--- config.mk ---
export PLATFORM = sky130hd
export DESIGN_NAME = ee_cfg_loader
export DESIGN_NICKNAME = d
export VERILOG_FILES = /design/src/rtl/eel_pkg.sv /design/src/rtl/eel_clkdiv.sv /design/src/rtl/eel_frame.sv /design/src/rtl/eel_seq.sv /design/src/rtl/ee_cfg_loader.sv
export SDC_FILE = /design/constraint.sdc
export NUM_CORES = 1
export LEC_CHECK = 0
export CORE_ASPECT_RATIO = 1.5
export CORE_MARGIN = 5
export CORE_UTILIZATION = 65
export DETAILED_ROUTE_END_ITERATION = 8
export DONT_BUFFER_PORTS = 1
export PLACE_DENSITY = 0.88
export SLEW_MARGIN = 20
export SYNTH_ARGS = -nofsm -noshare
export SYNTH_HDL_FRONTEND = slang
export SYNTH_HIERARCHICAL = 1
export SYNTH_SLANG_ARGS = --single-unit
--- constraint.sdc ---
create_clock -name clk -period 5.4 [get_ports clk]
set_input_delay 0.54 -clock clk [delete_from_list [all_inputs] [get_ports clk]]
set_output_delay 0.54 -clock clk [all_outputs]
set_load 0.02 [all_outputs]
--- src/rtl/eel_pkg.sv ---
package eel_pkg;
   localparam int EE_AW      = 6;
   localparam int EE_DW      = 16;
   localparam int CMD_BITS   = 1 + 2 + EE_AW;
   localparam int FRAME_BITS = CMD_BITS + EE_DW;
   localparam int READ_RISES = CMD_BITS + 1 + EE_DW;
   localparam int NPINS      = 3;
   localparam int PIN_SCK    = 0;
   localparam int PIN_DIO    = 1;
   localparam int PIN_CS     = 2;

   typedef enum logic [1:0] {
      OP_MISC  = 2'b00,
      OP_WRITE = 2'b01,
      OP_READ  = 2'b10,
      OP_ERASE = 2'b11
   } ee_op_t;
endpackage

--- src/rtl/eel_clkdiv.sv ---
module eel_clkdiv #(
   parameter int DIV_W = 8
) (
   input  logic             clk,
   input  logic             rst_n,
   input  logic             run,
   input  logic [DIV_W-1:0] div,
   output logic             tick
);
   logic [DIV_W-1:0] cnt;

   assign tick = run && (cnt == div);

   always_ff @(posedge clk or negedge rst_n) begin
      if (!rst_n)              cnt <= '0;
      else if (!run || tick)   cnt <= '0;
      else                     cnt <= cnt + 1'b1;
   end
endmodule

--- src/rtl/eel_frame.sv ---
module eel_frame
   import eel_pkg::*;
#(
   parameter int DIV_W = 8
) (
   input  logic             clk,
   input  logic             rst_n,
   input  logic             start,
   input  logic [1:0]       op,
   input  logic [EE_AW-1:0] addr,
   input  logic [EE_DW-1:0] wdata,
   input  logic [DIV_W-1:0] div,
   input  logic             dio_in,
   output logic             sck,
   output logic             cs,
   output logic             dio_out,
   output logic             dio_oe,
   output logic             active,
   output logic             done,
   output logic [EE_DW-1:0] rdata
);
   localparam int RC_W  = $clog2(READ_RISES + 1);
   localparam int LOW_W = DIV_W + 3;

   typedef enum logic [1:0] {E_IDLE, E_SETUP, E_SHIFT, E_GAP} est_t;

   est_t                  st;
   logic [FRAME_BITS-1:0] osr;
   logic [EE_DW-1:0]      isr;
   logic [RC_W-1:0]       rise_cnt, last_rise;
   logic                  is_rd, gap_n, tick;

   eel_clkdiv #(.DIV_W(DIV_W)) u_div (
      .clk(clk), .rst_n(rst_n), .run(active), .div(div), .tick(tick)
   );

   assign active  = (st != E_IDLE);
   assign dio_out = osr[FRAME_BITS-1];
   assign dio_oe  = cs && (!is_rd || (rise_cnt < RC_W'(CMD_BITS)));
   assign rdata   = isr;

   always_ff @(posedge clk or negedge rst_n) begin
      if (!rst_n) begin
         st        <= E_IDLE;
         osr       <= '0;
         isr       <= '0;
         rise_cnt  <= '0;
         last_rise <= '0;
         is_rd     <= 1'b0;
         gap_n     <= 1'b0;
         sck       <= 1'b0;
         cs        <= 1'b0;
         done      <= 1'b0;
      end else begin
         done <= 1'b0;
         case (st)
            E_IDLE: if (start) begin
               osr      <= {1'b1, op, addr, wdata};
               isr      <= '0;
               is_rd    <= (op == OP_READ);
               rise_cnt <= '0;
               if (op == OP_READ)       last_rise <= RC_W'(READ_RISES);
               else if (op == OP_WRITE) last_rise <= RC_W'(FRAME_BITS);
               else                     last_rise <= RC_W'(CMD_BITS);
               cs  <= 1'b1;
               sck <= 1'b0;
               st  <= E_SETUP;
            end
            E_SETUP: if (tick) st <= E_SHIFT;
            E_SHIFT: if (tick) begin
               if (!sck) begin
                  sck      <= 1'b1;
                  rise_cnt <= rise_cnt + 1'b1;
                  if (is_rd && rise_cnt >= RC_W'(CMD_BITS))
                     isr <= {isr[EE_DW-2:0], dio_in};
               end else begin
                  sck <= 1'b0;
                  if (rise_cnt == last_rise) begin
                     cs    <= 1'b0;
                     gap_n <= 1'b0;
                     st    <= E_GAP;
                  end else begin
                     osr <= osr << 1;
                  end
               end
            end
            E_GAP: if (tick) begin
               if (gap_n) begin
                  st   <= E_IDLE;
                  done <= 1'b1;
               end else begin
                  gap_n <= 1'b1;
               end
            end
            default: st <= E_IDLE;
         endcase
      end
   end

   // independent observer of chip-select low time
   logic [LOW_W-1:0] low_cyc;
   logic             seen_frame;
   always_ff @(posedge clk or negedge rst_n) begin
      if (!rst_n) begin
         low_cyc    <= '0;
         seen_frame <= 1'b0;
      end else begin
         if (cs) begin
            low_cyc    <= '0;
            seen_frame <= 1'b1;
         end else if (low_cyc != '1) begin
            low_cyc <= low_cyc + 1'b1;
         end
      end
   end

   AST_CS_GAP: assert property (@(posedge clk) disable iff (!rst_n)
      ($rose(cs) && seen_frame) |-> ({3'b000, div} + 1'b1) <= (low_cyc >> 1));
   AST_CS_RISE_SCK_LOW: assert property (@(posedge clk) disable iff (!rst_n)
      $rose(cs) |-> !sck);
   AST_SCK_INSIDE_CS: assert property (@(posedge clk) disable iff (!rst_n)
      sck |-> cs);
   AST_DONE_AFTER_GAP: assert property (@(posedge clk) disable iff (!rst_n)
      done |-> !cs && !sck);
endmodule

--- src/rtl/eel_seq.sv ---
module eel_seq
   import eel_pkg::*;
#(
   parameter int              CFG_AW     = 10,
   parameter int              LOAD_WORDS = 7,
   parameter int              MAC_FIRST  = 1,
   parameter int              MAC_LAST   = 3,
   parameter logic [CFG_AW-1:0] MAC_BASE = 10'h010
) (
   input  logic              clk,
   input  logic              rst_n,
   input  logic              strap,
   input  logic              own_all,
   input  logic              host_req,
   input  logic [1:0]        host_op,
   input  logic [EE_AW-1:0]  host_addr,
   input  logic [EE_DW-1:0]  host_wdata,
   output logic              host_ack,
   output logic [EE_DW-1:0]  host_rdata,
   output logic              e_start,
   output logic [1:0]        e_op,
   output logic [EE_AW-1:0]  e_addr,
   output logic [EE_DW-1:0]  e_wdata,
   input  logic              e_done,
   input  logic [EE_DW-1:0]  e_rdata,
   output logic              ld_we,
   output logic [CFG_AW-1:0] ld_addr,
   output logic [7:0]        ld_data,
   output logic              busy,
   output logic              done
);
   localparam int MAC_BYTES = 2 * (MAC_LAST - MAC_FIRST + 1);

   if (MAC_LAST >= LOAD_WORDS || MAC_FIRST > MAC_LAST || LOAD_WORDS > (1 << EE_AW))
      begin : g_bad_window
         $error("eel_seq: address window parameters out of range");
      end

   typedef enum logic [2:0] {S_INIT, S_RD, S_WAIT, S_WLO, S_WHI, S_IDLE, S_HWAIT} sst_t;

   sst_t             st;
   logic [EE_AW-1:0] word;
   logic [EE_DW-1:0] dq;
   logic             in_mac, last_word;

   assign in_mac    = (word >= EE_AW'(MAC_FIRST)) && (word <= EE_AW'(MAC_LAST));
   assign last_word = (word == EE_AW'(LOAD_WORDS - 1));

   always_ff @(posedge clk or negedge rst_n) begin
      if (!rst_n) begin
         st         <= S_INIT;
         word       <= '0;
         dq         <= '0;
         busy       <= 1'b1;
         done       <= 1'b0;
         host_ack   <= 1'b0;
         host_rdata <= '0;
         e_start    <= 1'b0;
         e_op       <= OP_READ;
         e_addr     <= '0;
         e_wdata    <= '0;
         ld_we      <= 1'b0;
         ld_addr    <= '0;
         ld_data    <= '0;
      end else begin
         e_start  <= 1'b0;
         ld_we    <= 1'b0;
         host_ack <= 1'b0;
         case (st)
            S_INIT: begin
               if (strap && own_all) begin
                  word <= '0;
                  st   <= S_RD;
               end else begin
                  busy <= 1'b0;
                  done <= 1'b1;
                  st   <= S_IDLE;
               end
            end
            S_RD: begin
               e_start <= 1'b1;
               e_op    <= OP_READ;
               e_addr  <= word;
               e_wdata <= '0;
               st      <= S_WAIT;
            end
            S_WAIT: if (e_done) begin
               dq <= e_rdata;
               if (in_mac) begin
                  st <= S_WLO;
               end else if (last_word) begin
                  busy <= 1'b0;
                  done <= 1'b1;
                  st   <= S_IDLE;
               end else begin
                  word <= word + 1'b1;
                  st   <= S_RD;
               end
            end
            S_WLO: begin
               ld_we   <= 1'b1;
               ld_addr <= MAC_BASE + CFG_AW'({word - EE_AW'(MAC_FIRST), 1'b0});
               ld_data <= dq[7:0];
               st      <= S_WHI;
            end
            S_WHI: begin
               ld_we   <= 1'b1;
               ld_addr <= ld_addr + 1'b1;
               ld_data <= dq[15:8];
               if (last_word) begin
                  busy <= 1'b0;
                  done <= 1'b1;
                  st   <= S_IDLE;
               end else begin
                  word <= word + 1'b1;
                  st   <= S_RD;
               end
            end
            S_IDLE: if (host_req) begin
               if (own_all) begin
                  e_start <= 1'b1;
                  e_op    <= host_op;
                  e_addr  <= host_addr;
                  e_wdata <= host_wdata;
                  st      <= S_HWAIT;
               end else begin
                  host_ack   <= 1'b1;
                  host_rdata <= '0;
               end
            end
            S_HWAIT: if (e_done) begin
               host_ack   <= 1'b1;
               host_rdata <= e_rdata;
               st         <= S_IDLE;
            end
            default: st <= S_IDLE;
         endcase
      end
   end

   AST_DONE_STICKY: assert property (@(posedge clk) disable iff (!rst_n)
      done |=> done);
   AST_DONE_NOT_BUSY: assert property (@(posedge clk) disable iff (!rst_n)
      done |-> !busy);
   AST_ACK_IDLE_ONLY: assert property (@(posedge clk) disable iff (!rst_n)
      host_ack |-> !busy);
   AST_LOAD_WR_RANGE: assert property (@(posedge clk) disable iff (!rst_n)
      ld_we |-> (ld_addr >= MAC_BASE) && (ld_addr < MAC_BASE + CFG_AW'(MAC_BYTES)));
endmodule

--- src/rtl/ee_cfg_loader.sv ---
module ee_cfg_loader
   import eel_pkg::*;
#(
   parameter int              DIV_W      = 8,
   parameter int              CFG_AW     = 10,
   parameter int              LOAD_WORDS = 7,
   parameter int              MAC_FIRST  = 1,
   parameter int              MAC_LAST   = 3,
   parameter logic [CFG_AW-1:0] MAC_BASE = 10'h010
) (
   input  logic              clk,
   input  logic              rst_n,
   input  logic              strap_ee_i,
   input  logic [2:0]        pin_own_i,
   input  logic [DIV_W-1:0]  sck_div_i,
   input  logic              dio_i,
   output logic [2:0]        pad_o,
   output logic [2:0]        pad_oe,
   input  logic [2:0]        gpio_o_i,
   input  logic [2:0]        gpio_oe_i,
   input  logic              host_reg_we_i,
   input  logic [CFG_AW-1:0] host_reg_addr_i,
   input  logic [7:0]        host_reg_data_i,
   output logic              cfg_we_o,
   output logic [CFG_AW-1:0] cfg_addr_o,
   output logic [7:0]        cfg_data_o,
   input  logic              host_ee_req_i,
   input  logic [1:0]        host_ee_op_i,
   input  logic [5:0]        host_ee_addr_i,
   input  logic [15:0]       host_ee_wdata_i,
   output logic              host_ee_ack_o,
   output logic [15:0]       host_ee_rdata_o,
   output logic              busy_o,
   output logic              done_o
);
   localparam int MAC_BYTES = 2 * (MAC_LAST - MAC_FIRST + 1);

   if (DIV_W < 1 || CFG_AW < 8) begin : g_bad_width
      $error("ee_cfg_loader: DIV_W or CFG_AW too small");
   end

   logic             e_start, e_done, e_active;
   logic [1:0]       e_op;
   logic [EE_AW-1:0] e_addr;
   logic [EE_DW-1:0] e_wdata, e_rdata;
   logic             f_sck, f_cs, f_dio, f_dio_oe;
   logic             ld_we;
   logic [CFG_AW-1:0] ld_addr;
   logic [7:0]       ld_data;
   logic [NPINS-1:0] ee_o, ee_oe;

   eel_seq #(
      .CFG_AW(CFG_AW), .LOAD_WORDS(LOAD_WORDS), .MAC_FIRST(MAC_FIRST),
      .MAC_LAST(MAC_LAST), .MAC_BASE(MAC_BASE)
   ) u_seq (
      .clk(clk), .rst_n(rst_n), .strap(strap_ee_i), .own_all(&pin_own_i),
      .host_req(host_ee_req_i), .host_op(host_ee_op_i), .host_addr(host_ee_addr_i),
      .host_wdata(host_ee_wdata_i), .host_ack(host_ee_ack_o), .host_rdata(host_ee_rdata_o),
      .e_start(e_start), .e_op(e_op), .e_addr(e_addr), .e_wdata(e_wdata),
      .e_done(e_done), .e_rdata(e_rdata),
      .ld_we(ld_we), .ld_addr(ld_addr), .ld_data(ld_data),
      .busy(busy_o), .done(done_o)
   );

   eel_frame #(.DIV_W(DIV_W)) u_frame (
      .clk(clk), .rst_n(rst_n), .start(e_start), .op(e_op), .addr(e_addr),
      .wdata(e_wdata), .div(sck_div_i), .dio_in(dio_i),
      .sck(f_sck), .cs(f_cs), .dio_out(f_dio), .dio_oe(f_dio_oe),
      .active(e_active), .done(e_done), .rdata(e_rdata)
   );

   assign ee_o[PIN_SCK]  = f_sck;
   assign ee_o[PIN_DIO]  = f_dio;
   assign ee_o[PIN_CS]   = f_cs;
   assign ee_oe[PIN_SCK] = e_active;
   assign ee_oe[PIN_DIO] = f_dio_oe;
   assign ee_oe[PIN_CS]  = e_active;

   for (genvar i = 0; i < NPINS; i++) begin : g_pin
      assign pad_o[i]  = pin_own_i[i] ? ee_o[i]  : gpio_o_i[i];
      assign pad_oe[i] = pin_own_i[i] ? ee_oe[i] : gpio_oe_i[i];
   end

   assign cfg_we_o   = ld_we | (host_reg_we_i & ~busy_o);
   assign cfg_addr_o = ld_we ? ld_addr : host_reg_addr_i;
   assign cfg_data_o = ld_we ? ld_data : host_reg_data_i;

   AST_BUSY_WR_MAC_ONLY: assert property (@(posedge clk) disable iff (!rst_n)
      (busy_o && cfg_we_o) |-> (cfg_addr_o >= MAC_BASE) &&
                               (cfg_addr_o < MAC_BASE + CFG_AW'(MAC_BYTES)));
   AST_FRAME_ONLY_BUSY_OR_HOST: assert property (@(posedge clk) disable iff (!rst_n)
      $rose(e_active) |-> (busy_o || !done_o || &pin_own_i));
endmodule

==> flow_results.xml <==
<?xml version="1.0" encoding="UTF-8"?>
<metrics>
  <group name="drt">
    <metric name="drc_errors" unit="">0</metric>
    <metric name="vias_per_cell" unit="">6.277</metric>
    <metric name="postRouteAntennaNets" unit="">0</metric>
    <metric name="wl_per_cell" unit="um">19.36</metric>
    <metric name="starting_drc_count_in_detailed_routing" unit="">316</metric>
    <metric name="detailed_router_iteration_count_before_antenna_repair" unit="">5</metric>
    <metric name="dr_total_vias" unit="">5279</metric>
    <metric name="routed_wl" unit="um">16280</metric>
  </group>
  <group name="floorplanning">
    <metric name="fp.coreArea" unit="mm2">0.01153</metric>
    <metric name="ioPinCount" unit="">109</metric>
    <metric name="std_cell_rows" unit="">48</metric>
    <metric name="die_span_y" unit="um">143.0</metric>
    <metric name="floorplan.die.width" unit="um">98.64</metric>
    <metric name="start_util" unit="">0.6643</metric>
    <metric name="die_area" unit="mm2">0.01410</metric>
  </group>
  <group name="clock_tree">
    <metric name="post_cts_buffers" unit="">0</metric>
    <metric name="cts_tree" unit="">yes</metric>
    <metric name="clock_path_buffers" unit="">2</metric>
    <metric name="worstSkewPairLatency" unit="ns">0.42</metric>
    <metric name="cts_buffers" unit="">17</metric>
    <metric name="clock-sinks" unit="">152</metric>
    <metric name="clk_root_buffer_cell" unit="">sky130_fd_sc_hd__clkbuf_16</metric>
    <metric name="ctsHtreeMaxLevel" unit="">4</metric>
    <metric name="cts_clk_pin_slew_worst_paths" unit="ns">0.07</metric>
  </group>
  <group name="finish">
    <metric name="final.fill_count" unit="">786</metric>
    <metric name="final_net_count" unit="">757</metric>
    <metric name="antenna_cells" unit="">0</metric>
    <metric name="multi_input_comb_area" unit="mm2">0.003542</metric>
    <metric name="seqCellArea" unit="mm2">0.003806</metric>
    <metric name="synthesis_to_layout_area_growth" unit="%">8.216</metric>
    <metric name="layoutNonFillerInstCount" unit="">841</metric>
    <metric name="post-route-util" unit="">0.7189</metric>
    <metric name="layout-drive-gt1-share" unit="">0.2127</metric>
  </group>
  <group name="sta">
    <metric name="slew_headroom" unit="">0.3270</metric>
    <metric name="hold_violations" unit="">0</metric>
    <metric name="slew_violations" unit="">0</metric>
    <metric name="tightest_slew" unit="ns">1.007</metric>
    <metric name="rsz0062_at_grt" unit="">false</metric>
    <metric name="layout_worst_path_cycle_share" unit="">0.6319</metric>
    <metric name="finalSetupViolCount" unit="">0</metric>
    <metric name="max_freq" unit="MHz">293.1</metric>
    <metric name="final.setup.tns" unit="ns">0</metric>
    <metric name="fin_skew" unit="ns">0.007789</metric>
    <metric name="period_minus_slack" unit="ns">3.412</metric>
    <metric name="fin_hold_ws" unit="ns">0.07415</metric>
  </group>
  <group name="global_routing">
    <metric name="grt_antenna_before_repair" unit="">0</metric>
    <metric name="first_pass_grt_wire_length" unit="um">27030</metric>
    <metric name="grt_start_max_net_pins" unit="">153</metric>
    <metric name="gr-total-overflow" unit="">0</metric>
    <metric name="grt_pass1_vias" unit="">5466</metric>
    <metric name="grt_use_total" unit="">0.2404</metric>
  </group>
  <group name="synthesis">
    <metric name="synthesis.area" unit="mm2">0.007660</metric>
    <metric name="ys.warnings.count" unit="">6</metric>
    <metric name="synth-seq-cells" unit="">152</metric>
    <metric name="yosys.area.top_type" unit="">sky130_fd_sc_hd__dfrtp_1</metric>
    <metric name="synth_ff_type" unit="">sky130_fd_sc_hd__dfrtp_1</metric>
    <metric name="synth-seq-area-share" unit="">0.4969</metric>
    <metric name="postSynthAreaPerCell" unit="um2">11.09</metric>
    <metric name="synth_fp_nets" unit="">770</metric>
    <metric name="async_flop_share" unit="">1.000</metric>
    <metric name="netlist_top_cells_count" unit="">150 x sky130_fd_sc_hd__dfrtp_1, 114 x sky130_fd_sc_hd__nand2_1, 58 x sky130_fd_sc_hd__mux2_2</metric>
    <metric name="synthTopCellsByArea" unit="">sky130_fd_sc_hd__dfrtp_1 49%, sky130_fd_sc_hd__mux2_2 8.5%, sky130_fd_sc_hd__mux2_4 5.7%</metric>
    <metric name="synthDistinctLibCells" unit="">69</metric>
    <metric name="leading_cell_type_by_number_of_instances_after_synthesis" unit="">sky130_fd_sc_hd__dfrtp_1</metric>
    <metric name="edff_count_synth" unit="">0</metric>
    <metric name="syn-instance-count" unit="">691</metric>
    <metric name="post-synth-top-area-fraction" unit="">0.4900</metric>
  </group>
  <group name="critical_path">
    <metric name="worstSetupPathType" unit="">reg2reg</metric>
    <metric name="cp_data_arrival_time" unit="ns">3.72</metric>
    <metric name="worstSetupEndpointType" unit="">flip-flop</metric>
    <metric name="timing.critical_path.fanout_max" unit="">24</metric>
    <metric name="cp_data_required_time" unit="ns">5.71</metric>
    <metric name="worst_setup_path_startpoint" unit="">u_frame/u_div/cnt[3]</metric>
    <metric name="worst_flop_to_flop_path_startpoint" unit="">u_frame/u_div/cnt[3]</metric>
    <metric name="start_kind" unit="">flip-flop</metric>
  </group>
  <group name="pwr">
    <metric name="leakage" unit="uW">0.003829</metric>
    <metric name="irDropWorstVdd" unit="V">0.0002508</metric>
    <metric name="power_per_cell_area" unit="mW/mm2">322.8</metric>
  </group>
  <group name="placement">
    <metric name="dpl.hpwl" unit="um">11190</metric>
    <metric name="numPortBuffers" unit="">0</metric>
    <metric name="gp_weighted_congestion" unit="">0.8685</metric>
    <metric name="post_placement_cell_count" unit="">808</metric>
  </group>
  <group name="job">
    <metric name="maxCapViolCount" unit="">0</metric>
  </group>
  <group name="run_status">
    <metric name="run_status" unit="">completed</metric>
  </group>
  <group name="worst_hold_path">
    <metric name="hp-class" unit="">in2async</metric>
  </group>
</metrics>
-- logic make-up after synthesis --
group                    Yosys count  synth area share
AND/OR/NAND/NOR                  219            0.1398
XOR/XNOR                          22           0.02712
AO/OA/AOI/OAI                    132            0.1209
adder cells (fa/ha/maj)           14           0.02287
buffers and inverters             59           0.04247
flip-flops                       152            0.4969
multiplexers                      93            0.1500
-- per-stage QoR --
step	area [um2]	setup slack [ns]	total power, uW
3_5_place_dp	7639	1.881	1445
6_report	8289	1.988	2675
2_1_floorplan	7660	2.695	1412
3_3_place_gp	7639	2.008	1437
5_1_grt	8289	1.806	2772
4_1_cts	8283	1.986	2693
-- cells in the final DEF, fill, tap and decap left out, drive strengths merged, types with 3 or more instances in the layout --
master / count
a211oi: 6
a21o: 4
a21oi: 13
a221oi: 5
a22o: 18
a22oi: 9
a31oi: 3
and2: 5
and3: 5
buf: 4
bufinv: 3
clkbuf: 17
clkinv: 4
clkinvlp: 3
dfrtp: 150
ha: 14
inv: 28
mux2: 87
mux2i: 6
nand2: 114
nand2b: 9
nand3: 32
nand4: 3
nor2: 22
nor3: 5
nor3b: 5
nor4: 4
o21ai: 47
o22ai: 8
o31ai: 3
or3: 6
xnor2: 7
xor2: 15
-- repair_timing --
action / in CTS / in global routing
gates resized for setup: 0 / 0
endpoints found under the setup margin: 0 / 0
endpoints found under the hold margin: 152 / 0
hold buffers: 1 / 0
-- path summary, 6_finish.rpt --
kind | depth (start not counted) | slack, ns | end
min in group clk | 2 | 0.23 | u_seq/e_op[1]
worst max register to register | 7 | 1.99 | u_frame/osr[20]
worst min register to register | 2 | 0.47 | u_seq/e_wdata[14]
worst max-delay path | 7 | 1.99 | u_frame/osr[20]
max in group asynchronous | 1 | 4.74 | u_frame/rdata[4]
worst min-delay path | 1 | 0.07 | u_seq/host_ack
-- layout make-up --
type,instances,share of cell area
inverter,23,0.01042
timing repair buffer,4,0.006038
multi-input combinational,480,0.4273
clock buffer,17,0.05132
clock inverter,15,0.02309
tap,150,0.02264
sequential,152,0.4592
-- registers in the layout, indices dropped and copies added (netlist names), 2 cells and up --
signal	flops
u_frame/rise_cnt	5
u_seq/e_wdata	16
u_seq/ld_addr	10
u_seq/ld_data	8
u_seq/host_rdata	16
u_seq/e_op	2
u_frame/last_rise	4
u_frame/rdata	16
u_seq/word	6
u_frame/osr	25
u_seq/st	3
u_frame/st	2
u_seq/e_addr	6
u_seq/dq	16
u_frame/u_div/cnt	8
-- layer usage --
metal  track usage  part of all wire  wire, um
met2        0.4285              0.53      8652
met3       0.04839             0.044       718
met5             0                 0         0
met4        0.1302             0.046       748
met1        0.2689              0.38      6162
-- power by group --
group	internal [uW]	switching [uW]
clock network	737	489
logic	84.8	122
registers	1180	64.3
-- worst max-delay path, cell delays in order (launching register included) --
cell and delay, ns:
sky130_fd_sc_hd__dfrtp_1 0.46, sky130_fd_sc_hd__xor2_2 0.18, sky130_fd_sc_hd__nor4_2 0.68, sky130_fd_sc_hd__and3_1 0.38, sky130_fd_sc_hd__mux2_4 0.23, sky130_fd_sc_hd__a31oi_1 0.14
sky130_fd_sc_hd__a21oi_4 0.80, sky130_fd_sc_hd__mux2_2 0.42
No activity file was read; power rests on OpenSTA's default activity.
